## src/rtl/prot_range_dec.sv

```systemverilog
module prot_range_dec #(
  parameter int N_ENT = 8,
  parameter int AW    = 16,
  parameter int IW    = (N_ENT > 1) ? $clog2(N_ENT) : 1
) (
  input  logic                  clk,
  input  logic                  rst_n,
  input  logic                  upd_valid,
  input  logic                  upd_kind,
  input  logic [IW-1:0]         upd_idx,
  input  logic [N_ENT*8-1:0]    cfg_bytes,
  input  logic [N_ENT*AW-1:0]   addr_regs,
  output logic [N_ENT*(AW+2)-1:0] region_start,
  output logic [N_ENT*(AW+2)-1:0] region_end,
  output logic [N_ENT-1:0]      region_vld,
  output logic                  busy
);
  localparam int BW = AW + 2;
  localparam logic [1:0] M_OFF = 2'd0, M_TOR = 2'd1, M_NA4 = 2'd2, M_NAPOT = 2'd3;

  logic [1:0]    mode_a [N_ENT];
  logic [AW-1:0] addr_a [N_ENT];
  logic [AW-1:0] prev_a [N_ENT];
  logic [BW-1:0] st_q [N_ENT];
  logic [BW-1:0] en_q [N_ENT];
  logic [N_ENT-1:0] vld_q;
  logic          busy_q;
  logic [IW-1:0] pend_q;

  for (genvar g = 0; g < N_ENT; g++) begin : g_ent
    assign mode_a[g] = cfg_bytes[g*8+3 +: 2];
    assign addr_a[g] = addr_regs[g*AW +: AW];
    if (g == 0) begin : g_first
      assign prev_a[g] = '0;
    end else begin : g_rest
      assign prev_a[g] = addr_regs[(g-1)*AW +: AW];
    end
    assign region_start[g*BW +: BW] = st_q[g];
    assign region_end[g*BW +: BW]   = en_q[g];
  end

  wire           idx_ok = int'(upd_idx) < N_ENT;
  wire           accept = upd_valid && !busy_q && idx_ok;
  wire [IW-1:0]  sel    = busy_q ? pend_q : upd_idx;
  wire           do_wr  = accept || busy_q;
  wire [IW-1:0]  nxt    = upd_idx + IW'(1);
  wire           has_nxt = (int'(upd_idx) + 1) < N_ENT;
  wire           follow = accept && upd_kind && has_nxt && (mode_a[nxt] == M_TOR);

  logic [BW-1:0] a4, p4, t, s, e;

  always_comb begin
    a4 = {addr_a[sel], 2'b00};
    p4 = {prev_a[sel], 2'b00};
    t  = a4 | BW'(3);
    s  = '0;
    e  = '0;
    case (mode_a[sel])
      M_OFF: begin
        s = '0;
        e = '1;
      end
      M_TOR: begin
        s = p4;
        e = a4 - BW'(1);
        if (s > e) begin
          s = '0;
          e = '0;
        end
      end
      M_NA4: begin
        s = a4;
        e = a4 + BW'(3);
      end
      default: begin
        s = t & (t + BW'(1));
        e = t | (t + BW'(1));
      end
    endcase
  end

  always_ff @(posedge clk) begin
    if (!rst_n) begin
      for (int i = 0; i < N_ENT; i++) begin
        st_q[i] <= '0;
        en_q[i] <= '0;
      end
      vld_q  <= '0;
      busy_q <= 1'b0;
      pend_q <= '0;
    end else begin
      if (do_wr) begin
        st_q[sel]  <= s;
        en_q[sel]  <= e;
        vld_q[sel] <= 1'b1;
      end
      busy_q <= follow;
      if (follow) pend_q <= nxt;
    end
  end

  assign region_vld = vld_q;
  assign busy       = busy_q;
endmodule

```

## config.mk

```make
export PLATFORM = sky130hd
export DESIGN_NAME = prot_range_dec
export DESIGN_NICKNAME = d
export VERILOG_FILES = /design/src/rtl/prot_range_dec.sv
export SDC_FILE = /design/constraint.sdc
export NUM_CORES = 1
export LEC_CHECK = 0
export BUFFER_PORTS_ARGS = -buffer_cell sky130_fd_sc_hd__buf_2
export CAP_MARGIN = 15
export CORE_MARGIN = 4
export CORE_UTILIZATION = 25
export DETAILED_ROUTE_END_ITERATION = 10
export HOLD_SLACK_MARGIN = 0.15
export PLACE_DENSITY = 0.55
export SYNTH_ARGS = -nofsm -noshare
export SYNTH_HDL_FRONTEND = slang
export SYNTH_SLANG_ARGS = --single-unit
```

## constraint.sdc

```tcl
create_clock -name clk -period 5 [get_ports clk]
set_input_delay 0.25 -clock clk [delete_from_list [all_inputs] [get_ports clk]]
set_output_delay 0.25 -clock clk [all_outputs]
set_load 0.01 [all_outputs]
```

==> run metrics <==
status=finished clean; Fin Hold WS=roughly 250 ps; RSZ-0062 raised after global routing=true; Final Max Tran Viols=0; First-pass DRT Iterations=5; DRT Wirelength=around 60 mm; initial core utilization=0.255; initial antenna violation count=1; final setup vio count=0; clock root buffer=clkbuf_16; Vias/cell=approximately 5; CTS hold repair buffers=0; final net count=slightly below 2000; largest net degree at the start of global routing=34; MaxCap Viol Count=0; CP arrival=about 5200 ps; die area=about 0.058 mm2; worst path cell trace=mux2_4, buf_4, nand2_1, a21oi_1, nor4_4, ha_2, o41a_1, nand4_4, or4_4, xnor2_1, ha_1, a21o_1, a21o_1, a21oi_2, o21ai_2, a311oi_4, nor2_4, buf_4, o21ai_0, o21ai_1, buf_12, nor2_1; share of cells above drive strength 1=0.400; Vias=about 12000; CP startpoint=busy$_SDFF_PN0_; CP endpoint kind=register; post-synth cell types=between 90 and 100; synth warn=0; start point of the worst hold path=upd_kind; Synth Instances=1212; post-route ant nets=0; Max clock buf depth=3; CP Max Fanout=9; commonest non-fill, non-tap cell in the layout=buf_2; post-synth design cell area=about 0.014 mm2; number of buffers added on ports=about 430; final hold vios=0; Finished Core Util=0.351; Max-Slew Margin vs Limit=0.282; IO Pins=a little under 500; Peak VDD IR=0.216 mV; DP Wirelength=44.4 mm; clock skew=12.4 ps; fin crit share=0.957; pwr dens=336 mW/mm2; minimum clock period after layout=roughly 4800 ps; Core Footprint=0.0531 mm2; TritonCTS clock tree=done; Area Growth Syn to Fin=37.8%; Antenna Cells=0; FP Rows=84; HP Class=in2reg; register area share after synthesis=0.605; WL per Instance=around 24 um; Achievable Freq=approximately 210 MHz; Critical-path top delay cell=or4_4; # H-tree levels=1; worst r2r src=busy$_SDFF_PN0_; Slew @ Worst Pin=roughly 1000 ps; Synth async-reset ratio=0; die width=about 240 um; crit-path max cell delay=460 ps; crit start category=register; Worst-path clk slew=about 60 ps; Synth Flop Type=edfxtp_1; critical path required time=~5400 ps; die height=roughly 240 um; most frequent cells in the layout=431 x buf_2, 305 x nor2_1, 264 x edfxtp_1; CTS buffer count=29; Tot GR Track Use=0.190; grt total ovfl=0; # DRC=0; Clock Latency Late Sink=550 ps; Syn Area/Cell=between 10 and 15 um2; Yosys reg bits=~280; DRT iter0 DRCs=1085; Placer Congestion=1.00; P_leak=0.00811 uW; global-route wire length before repair=about 80 mm; Clock Sinks=276; crit path kind=reg2reg; Post-synth EDFFs=264; vias in the first global route=around 12000
[cells in the mapped netlist, types with 13 or more instances]
master	number	share of area
nand3_1	21	0.0078
inv_1	21	0.0058
nor2_1	311	0.086
a22o_1	16	0.010
ha_1	19	0.018
o211ai_1	13	0.0072
clkbuf_1	42	0.012
mux2i_1	16	0.012
edfxtp_1	264	0.59
nand2_1	90	0.025
nor3_1	29	0.011
o21ai_0	50	0.019
o22ai_1	53	0.025
buf_4	31	0.017
a21oi_1	21	0.0078
[kinds of logic (layout without fill, tap and decap cells)]
kind of cell,Yosys count,count (layout),synth area share
flip-flops,276,276,0.605
XOR/XNOR,13,13,0.00843
AND/OR/NAND/NOR,529,529,0.180
AO/OA/AOI/OAI,239,239,0.126
adder cells (fa/ha/maj),19,19,0.0176
other,1,16,0.000278
buffers and inverters,114,661,0.0443
multiplexers,21,21,0.0182
[path summary, 6_finish.rpt]
path	cells past startpoint	to	slack (ps)
max reg2reg	22	en_q[1][2]$_SDFFCE_PN0P_	220
min reg2reg	2	region_vld[5]$_SDFFE_PN0N_	440
min	4	busy$_SDFF_PN0_	250
max	22	en_q[1][2]$_SDFFCE_PN0P_	220
[power by group]
part           internal [uW]  switching, uW
sequential              2630           34.6
clock                   1230            873
combinational            559            923
[worst max-delay path, delay by kind of cell (launching register included)]
family / cells / cell delay [ps]
AOI/OAI and AO/OA: 9 / 1540
xor gates and xnor gates: 1 / 140
muxes: 1 / 400
and+or+nand+nor: 6 / 1180
buffers and inverters: 3 / 520
DFF: 1 / 420
adders and majority gates: 2 / 420
[per-layer routing]
layer / vias to the layer above / GRT usage / share of wire
met5: - / 0 / 0.00022
met4: 2 / 0.0490 / 0.026
met3: 97 / 0.0310 / 0.081
met2: 752 / 0.324 / 0.47
met1: 5991 / 0.252 / 0.42
li1: 5519 / - / -
[timing repair]
item	CTS	global route
buffers inserted	0	7
hold endpoints to repair	0	0
gates resized for setup	5	40
pin swaps	1	11
setup endpoints to repair	219	264
[sequential cells by signal (all words and copies together) (netlist names)]
| name | flops |
|---|---|
| en_q | 136 |
| st_q | 128 |
| region_vld | 8 |
| pend_q | 3 |
| busy | 1 |
[area by class of cell]
cell class | instances | area [um2]
Timing Repair Buffer | 585 | 3580
Sequential cell | 276 | 8180
Tap cell | 688 | 861
Fill cell | 5378 | 34500
Clock buffer | 41 | 771
Multi-Input combinational cell | 837 | 4990
Inverter | 22 | 82.6
Clock inverter | 13 | 158
[metrics by stage]
stage	TNS (ps)	instance area (um2)	cells	setup WS, ps	total power (uW)
global placement	0	17500	2401	11.4	4150
detailed placement	-5020	17500	2401	-82.0	4160
CTS	0	18400	2455	2.74	6260
floorplan	-158	13600	1227	-25.7	3380
finish	0	18600	2462	215	6260
global route	-11.6	18600	2462	-4.19	6490
(Power assumes the default switching activity.)
